File: config.mk
export PLATFORM = sky130hd
export DESIGN_NAME = optical_deframer
export DESIGN_NICKNAME = d
export VERILOG_FILES = /design/src/rtl/deframer_pkg.sv /design/src/rtl/deframer_crc.sv /design/src/rtl/deframer_capture.sv /design/src/rtl/deframer_ctrl.sv /design/src/rtl/optical_deframer.sv
export SDC_FILE = /design/constraint.sdc
export NUM_CORES = 1
export LEC_CHECK = 0
export BUFFER_PORTS_ARGS = -buffer_cell sky130_fd_sc_hd__buf_2
export CAP_MARGIN = 30
export CORE_ASPECT_RATIO = 0.8
export CORE_MARGIN = 2
export CORE_UTILIZATION = 29
export CTS_BUF_LIST = sky130_fd_sc_hd__clkbuf_8 sky130_fd_sc_hd__clkbuf_16
export CTS_CLUSTER_DIAMETER = 40
export DETAILED_ROUTE_END_ITERATION = 6
export HOLD_SLACK_MARGIN = 0.1
export PLACE_DENSITY = 0.48
export SETUP_SLACK_MARGIN = 0.3
export SYNTH_ARGS = -nofsm -noshare
export SYNTH_HDL_FRONTEND = slang
export SYNTH_SLANG_ARGS = --single-unit
File: constraint.sdc
create_clock -name clk -period 2.4 [get_ports clk]
set_input_delay 0.36 -clock clk [delete_from_list [all_inputs] [get_ports clk]]
set_output_delay 0.36 -clock clk [all_outputs]
set_load 0.03 [all_outputs]
File: src/rtl/deframer_pkg.sv
package deframer_pkg;
  typedef enum logic [2:0] {
    PS_IDLE,
    PS_IDENT,
    PS_COUNT,
    PS_PAYLOAD,
    PS_CHECK,
    PS_TAIL
  } parse_state_e;
endpackage

File: src/rtl/deframer_crc.sv
module deframer_crc #(
  parameter int          CRC_W    = 8,
  parameter logic [CRC_W-1:0] CRC_POLY = 8'h07
) (
  input  logic clk,
  input  logic rst_n,
  input  logic seed,
  input  logic calc_en,
  input  logic rxc_en,
  input  logic bit_in,
  output logic last_mismatch
);
  logic [CRC_W-1:0] calc_q, calc_d;
  logic [CRC_W-1:0] rxc_q, rxc_d;
  logic             fb;

  assign fb = calc_q[CRC_W-1] ^ bit_in;

  always_comb begin
    calc_d = calc_q;
    rxc_d  = rxc_q;
    if (seed) begin
      calc_d = '0;
      rxc_d  = '0;
    end else begin
      if (calc_en) calc_d = {calc_q[CRC_W-2:0], 1'b0} ^ (fb ? CRC_POLY : '0);
      if (rxc_en)  rxc_d  = {rxc_q[CRC_W-2:0], bit_in};
    end
  end

  // the value the received field would hold if this bit is its last
  assign last_mismatch = ({rxc_q[CRC_W-2:0], bit_in} != calc_q);

  always_ff @(posedge clk or negedge rst_n) begin
    if (!rst_n) begin
      calc_q <= '0;
      rxc_q  <= '0;
    end else begin
      calc_q <= calc_d;
      rxc_q  <= rxc_d;
    end
  end
endmodule

File: src/rtl/deframer_capture.sv
module deframer_capture #(
  parameter int ID_W   = 11,
  parameter int LEN_W  = 4,
  parameter int DATA_W = 128,
  localparam int IDX_W = $clog2(DATA_W)
) (
  input  logic              clk,
  input  logic              rst_n,
  input  logic              buf_clr,
  input  logic              id_en,
  input  logic              len_en,
  input  logic              data_en,
  input  logic [IDX_W-1:0]  data_idx,
  input  logic              bit_in,
  output logic [ID_W-1:0]   id_q,
  output logic [LEN_W-1:0]  len_q,
  output logic [DATA_W-1:0] data_q
);
  logic [ID_W-1:0]   id_d;
  logic [LEN_W-1:0]  len_d;
  logic [DATA_W-1:0] data_d;

  always_comb begin
    id_d   = id_q;
    len_d  = len_q;
    data_d = data_q;
    if (len_en) len_d = {len_q[LEN_W-2:0], bit_in};
    if (buf_clr) begin
      id_d   = '0;
      data_d = '0;
    end else begin
      if (id_en)   id_d = {id_q[ID_W-2:0], bit_in};
      if (data_en) data_d[data_idx] = bit_in;
    end
  end

  always_ff @(posedge clk or negedge rst_n) begin
    if (!rst_n) begin
      id_q   <= '0;
      len_q  <= '0;
      data_q <= '0;
    end else begin
      id_q   <= id_d;
      len_q  <= len_d;
      data_q <= data_d;
    end
  end
endmodule

File: src/rtl/deframer_ctrl.sv
module deframer_ctrl
  import deframer_pkg::*;
#(
  parameter int ID_W   = 11,
  parameter int LEN_W  = 4,
  parameter int DATA_W = 128,
  parameter int CRC_W  = 8,
  localparam int IDX_W     = $clog2(DATA_W),
  localparam int MAX_BYTES = DATA_W / 8,
  localparam int CNT_W     = $clog2((DATA_W > ID_W) ? DATA_W : ID_W)
) (
  input  logic             clk,
  input  logic             rst_n,
  input  logic             bit_en,
  input  logic             start_det,
  input  logic             stop_det,
  input  logic             match_bit,
  input  logic             common_clr,
  input  logic [LEN_W-1:0] len_code,
  input  logic             chk_mismatch,
  output logic             seed,
  output logic             calc_en,
  output logic             rxc_en,
  output logic             id_en,
  output logic             len_en,
  output logic             data_en,
  output logic [IDX_W-1:0] data_idx,
  output logic             frame_done,
  output logic             crc_err,
  output logic             false_sig_err,
  output logic             framing_err
);
  parse_state_e     st_q, st_d;
  logic [CNT_W-1:0] cnt_q, cnt_d;
  logic             done_d, crce_d, fse_d, fre_d;
  logic [CNT_W-1:0] data_last;
  int               nbytes;

  always_comb begin
    nbytes    = (len_code == '0) ? MAX_BYTES : int'(len_code);
    data_last = CNT_W'(nbytes * 8 - 1);
    data_idx  = IDX_W'(DATA_W - 1 - int'(cnt_q));
  end

  always_comb begin
    st_d    = st_q;
    cnt_d   = cnt_q;
    done_d  = frame_done;
    crce_d  = crc_err;
    fse_d   = false_sig_err;
    fre_d   = framing_err;
    seed    = 1'b0;
    calc_en = 1'b0;
    rxc_en  = 1'b0;
    id_en   = 1'b0;
    len_en  = 1'b0;
    data_en = 1'b0;
    if (common_clr) begin
      st_d   = PS_IDLE;
      cnt_d  = '0;
      done_d = 1'b0;
      crce_d = 1'b0;
      fse_d  = 1'b0;
      fre_d  = 1'b0;
      seed   = 1'b1;
    end else if (bit_en) begin
      if (start_det) begin
        st_d  = PS_IDENT;
        cnt_d = '0;
        seed  = 1'b1;
      end else if (stop_det) begin
        if (st_q == PS_TAIL) begin
          done_d = 1'b1;
          st_d   = PS_IDLE;
        end else if (st_q != PS_IDLE) begin
          fre_d = 1'b1;
          st_d  = PS_IDLE;
        end
        cnt_d = '0;
      end else if (st_q != PS_IDLE) begin
        if (!match_bit) fse_d = 1'b1;
        unique case (st_q)
          PS_IDENT: begin
            id_en   = 1'b1;
            calc_en = 1'b1;
            if (cnt_q == CNT_W'(ID_W - 1)) begin
              st_d  = PS_COUNT;
              cnt_d = '0;
            end else cnt_d = cnt_q + 1'b1;
          end
          PS_COUNT: begin
            len_en  = 1'b1;
            calc_en = 1'b1;
            if (cnt_q == CNT_W'(LEN_W - 1)) begin
              st_d  = PS_PAYLOAD;
              cnt_d = '0;
            end else cnt_d = cnt_q + 1'b1;
          end
          PS_PAYLOAD: begin
            data_en = 1'b1;
            calc_en = 1'b1;
            if (cnt_q == data_last) begin
              st_d  = PS_CHECK;
              cnt_d = '0;
            end else cnt_d = cnt_q + 1'b1;
          end
          PS_CHECK: begin
            rxc_en = 1'b1;
            if (cnt_q == CNT_W'(CRC_W - 1)) begin
              if (chk_mismatch) crce_d = 1'b1;
              st_d  = PS_TAIL;
              cnt_d = '0;
            end else cnt_d = cnt_q + 1'b1;
          end
          default: ;
        endcase
      end
    end
  end

  always_ff @(posedge clk or negedge rst_n) begin
    if (!rst_n) begin
      st_q          <= PS_IDLE;
      cnt_q         <= '0;
      frame_done    <= 1'b0;
      crc_err       <= 1'b0;
      false_sig_err <= 1'b0;
      framing_err   <= 1'b0;
    end else begin
      st_q          <= st_d;
      cnt_q         <= cnt_d;
      frame_done    <= done_d;
      crc_err       <= crce_d;
      false_sig_err <= fse_d;
      framing_err   <= fre_d;
    end
  end
endmodule

File: src/rtl/optical_deframer.sv
module optical_deframer #(
  parameter int ID_W     = 11,
  parameter int LEN_W    = 4,
  parameter int DATA_W   = 128,
  parameter int CRC_W    = 8,
  parameter logic [CRC_W-1:0] CRC_POLY = 8'h07,
  localparam int IDX_W   = $clog2(DATA_W)
) (
  input  logic              clk,
  input  logic              rst_n,
  input  logic              bit_en,
  input  logic              start_det,
  input  logic              stop_det,
  input  logic              state_bit,
  input  logic              match_bit,
  input  logic              buf_clr,
  input  logic              common_clr,
  output logic [ID_W-1:0]   rx_id,
  output logic [LEN_W-1:0]  rx_len,
  output logic [DATA_W-1:0] rx_data,
  output logic              frame_done,
  output logic              crc_err,
  output logic              false_sig_err,
  output logic              framing_err
);
  logic             seed, calc_en, rxc_en, id_en, len_en, data_en, mism;
  logic [IDX_W-1:0] data_idx;

  deframer_ctrl #(
    .ID_W(ID_W), .LEN_W(LEN_W), .DATA_W(DATA_W), .CRC_W(CRC_W)
  ) u_ctrl (
    .clk(clk), .rst_n(rst_n), .bit_en(bit_en), .start_det(start_det),
    .stop_det(stop_det), .match_bit(match_bit), .common_clr(common_clr),
    .len_code(rx_len), .chk_mismatch(mism), .seed(seed), .calc_en(calc_en),
    .rxc_en(rxc_en), .id_en(id_en), .len_en(len_en), .data_en(data_en),
    .data_idx(data_idx), .frame_done(frame_done), .crc_err(crc_err),
    .false_sig_err(false_sig_err), .framing_err(framing_err)
  );

  deframer_capture #(
    .ID_W(ID_W), .LEN_W(LEN_W), .DATA_W(DATA_W)
  ) u_cap (
    .clk(clk), .rst_n(rst_n), .buf_clr(buf_clr), .id_en(id_en),
    .len_en(len_en), .data_en(data_en), .data_idx(data_idx),
    .bit_in(state_bit), .id_q(rx_id), .len_q(rx_len), .data_q(rx_data)
  );

  deframer_crc #(
    .CRC_W(CRC_W), .CRC_POLY(CRC_POLY)
  ) u_crc (
    .clk(clk), .rst_n(rst_n), .seed(seed), .calc_en(calc_en),
    .rxc_en(rxc_en), .bit_in(state_bit), .last_mismatch(mism)
  );
endmodule

==> flow_metrics.env <==
export IMPL_cp_data_required_time_ps=2760
export IMPL_dieArea_um2=29590
export IMPL_io_buffers=155
export IMPL_synth_area_leaders="dfrtp_1 53%, nand3_1 9.0%, a21oi_1 8.5%"
export IMPL_routabilityCongestion=0.7804
export IMPL_grt_start_max_net_pins=113
export IMPL_ys_seq_area_share_pct=52.58
export IMPL_fill_cells=2813
export IMPL_num_rows=54
export IMPL_ys_ff_latch=172
export IMPL_dp_slack_ps=103.9
export IMPL_place_hpwl_um=20040
export IMPL_r2r_end="u_ctrl.st_q[0]"
export IMPL_hp_class="primary input to register"
export IMPL_setup_tns_ps=0
export IMPL_fin_worst_skew_ps=18.48
export IMPL_seqCellArea_um2=4309
export IMPL_first_pass_iters=5
export IMPL_post_route_period_util_pct=84.16
export IMPL_start_util_pct=29.77
export IMPL_crit_type="register to register"
export IMPL_end_kind="register"
export IMPL_area_delta_synth_final_pct=27.87
export IMPL_numCtsBuffers=17
export IMPL_clk_latency_ps=450
export IMPL_hold_depth=4
export IMPL_synthMostInstantiatedCell="dfrtp_1"
export IMPL_slew_limit_headroom_pct=53.60
export IMPL_io_pins=156
export IMPL_antenna_found_initial=0
export IMPL_cellLeakagePower_uw=0.004895
export IMPL_coreArea_um2=27500
export IMPL_r2r_start="u_ctrl.cnt_q[5]"
export IMPL_drive_above_1_share_pct=26.85
export IMPL_ys_top_cells_by_count="172 x dfrtp_1, 147 x nand3_1, 139 x a21oi_1, 126 x o21ai_0, 51 x nand2_1"
export IMPL_total_power_uw=6298
export IMPL_grt_pass1_wl_um=46130
export IMPL_setup_slack_ps=380.1
export IMPL_fp_dieH_um=154.3
export IMPL_arrival_ps=2380
export IMPL_synth_edf_count=0
export IMPL_hold_path_endpoint="u_ctrl.false_sig_err"
export IMPL_tightest_slew_ps=693.5
export IMPL_antenna_cells=0
export IMPL_drt_initial_drc_count=698
export IMPL_cts_sinks=172
export IMPL_wl_per_cell_um=20.39
export IMPL_synthesis_area_um2=8185
export IMPL_finalSetupViolCount=0
export IMPL_synth_top_area_share_pct=52.58
export IMPL_min_from="match_bit"
export IMPL_multi_input_area_um2=3567
export IMPL_vias_per_cell=5.271
export IMPL_drc=0
export IMPL_root_buffer="clkbuf_16"
export IMPL_status="complete, no violations"
export IMPL_r2r_slack_ps=380
export IMPL_die_w_um=191.8
export IMPL_synthArstFlopShare_pct=100.0
export IMPL_drtAntennaViolNets=0
export IMPL_synth_cell_types=54
export IMPL_overflow=0
export IMPL_grt_pass1_vias=7416
export IMPL_cts_tree="yes"
export IMPL_r2r_worst_path_cells=7
export IMPL_path_clk_slew_ps=80
export IMPL_avgSynthCellArea_um2=9.125
export IMPL_rsz0062_at_grt="true"
export IMPL_ys_flop_type="dfrtp_1"
export IMPL_final_nets=1094
export IMPL_hold_viol=0
export IMPL_whs_ps=192.8
export IMPL_cts_max_path_buffers=2
export IMPL_cp_max_fo=4
export IMPL_htree_levels=4
export IMPL_slew_violations=0
export IMPL_synth_warnings=0
export IMPL_totalWireLength_um=29760
export IMPL_synth_top_area_cell="dfrtp_1"
export IMPL_synthCells=897
export IMPL_syn_nets=909
export IMPL_min_period_ps=2020
export IMPL_p_per_area_nw_per_um2=601.7
export IMPL_ir_worst_vdd_mv=0.4603
export IMPL_grtUsageTotal_pct=20.31
export IMPL_worst_setup_path_start_kind="register"
export IMPL_dr_total_vias=7690
export IMPL_max_cap_violations=0
export IMPL_clock_fmax_mhz=495.1
==> layout by cell type (no fill, tap or decap), types with 4 or more instances in the layout <==
cell type,n
inv_8,5
buf_4,73
dfrtp_2,4
buf_12,9
nor3_4,4
nor3_1,14
nor2b_1,6
nand4_1,4
nand2_1,51
nand3_1,147
xor2_1,15
o21ai_1,20
mux2i_1,17
nand2b_1,6
and2_1,4
a21oi_1,137
dfrtp_1,168
clkbuf_16,17
o21ai_0,126
buf_2,152
inv_1,6
nor2_1,43
==> how the worst max path moves through the flow <==
stage / startpoint / endpoint / slack, ps
6_report: u_ctrl.cnt_q[5] / u_ctrl.st_q[0] / 380
3_3_place_gp: stop_det / u_cap.data_q[34] / 130
3_5_place_dp: stop_det / u_cap.data_q[90] / 100
4_1_cts: u_cap.len_q[0] / u_ctrl.cnt_q[6] / 330
2_1_floorplan: u_ctrl.cnt_q[0] / u_ctrl.st_q[0] / 290
5_1_grt: u_ctrl.cnt_q[5] / u_ctrl.st_q[0] / 240
==> sequential cells by signal, indices dropped and copies added (netlist names), 3 cells and up <==
| signal | cells |
|---|---|
| u_ctrl.st_q | 3 |
| u_cap.data_q | 128 |
| u_ctrl.cnt_q | 7 |
| u_crc.rxc_q | 7 |
| u_cap.id_q | 11 |
| u_crc.calc_q | 8 |
| u_cap.len_q | 4 |
==> final cells by class <==
| class | instances | share of cell area [%] |
|---|---|---|
| Sequential cell | 172 | 41.17 |
| Multi-Input combinational cell | 648 | 34.08 |
| Timing Repair Buffer | 236 | 14.43 |
| Tap cell | 364 | 4.351 |
| Clock buffer | 17 | 4.065 |
| Clock inverter | 15 | 1.650 |
| Inverter | 7 | 0.2510 |
==> critical path: stages, from the launching register on <==
cell     delay, ps
dfrtp_1        420
nor4_4         310
buf_4          180
nand3_1        130
a21o_1         200
a311o_1        320
a21oi_2        180
mux2i_1        210
==> cell families (layout without fill, tap and decap cells) <==
kind of cell	count (synthesis)	count (layout)	synth area share [%]
AOI/OAI and AO/OA	306	306	19.49
and+or+nand+nor	302	302	18.95
DFF	172	172	52.58
buffers and inverters	77	275	4.234
muxes	19	19	2.354
xor gates and xnor gates	18	18	1.926
adders and majority gates	3	3	0.4586
==> what timing repair did <==
item / in CTS / in global routing
endpoints found under the setup margin: 3 / 40
gates resized for setup: 4 / 6
pin swaps: 1 / 0
endpoints found under the hold margin: 39 / 0
hold buffers: 1 / 0
buffers inserted: 2 / 4
==> power breakdown <==
group / switching, uW / leakage, uW / internal [uW]
Combinational: 347 / 0.00221 / 168
Clock: 1410 / 0.000290 / 1410
Sequential: 33.9 / 0.00239 / 2920
Total: 1790 / 0.00489 / 4500
==> routing by layer <==
metal	up-vias	part of all wire (%)	global-route usage, %
met5	-	0	0
met4	0	1.1	4.945
met3	18	5.8	3.676
met2	237	42	28.54
met1	3858	51	31.72
li1	3577	-	-
==> through the flow <==
step / instances / area, um^2 / utilization [%]
floorplan: 897 / 8198 / -
global placement: 1420 / 9782 / 35.57
detailed placement: 1420 / 9782 / 35.57
CTS: 1455 / 10420 / 37.90
global route: 1459 / 10470 / 38.06
finish: 1459 / 10470 / 38.06
Power figures use the tool's default switching activity.
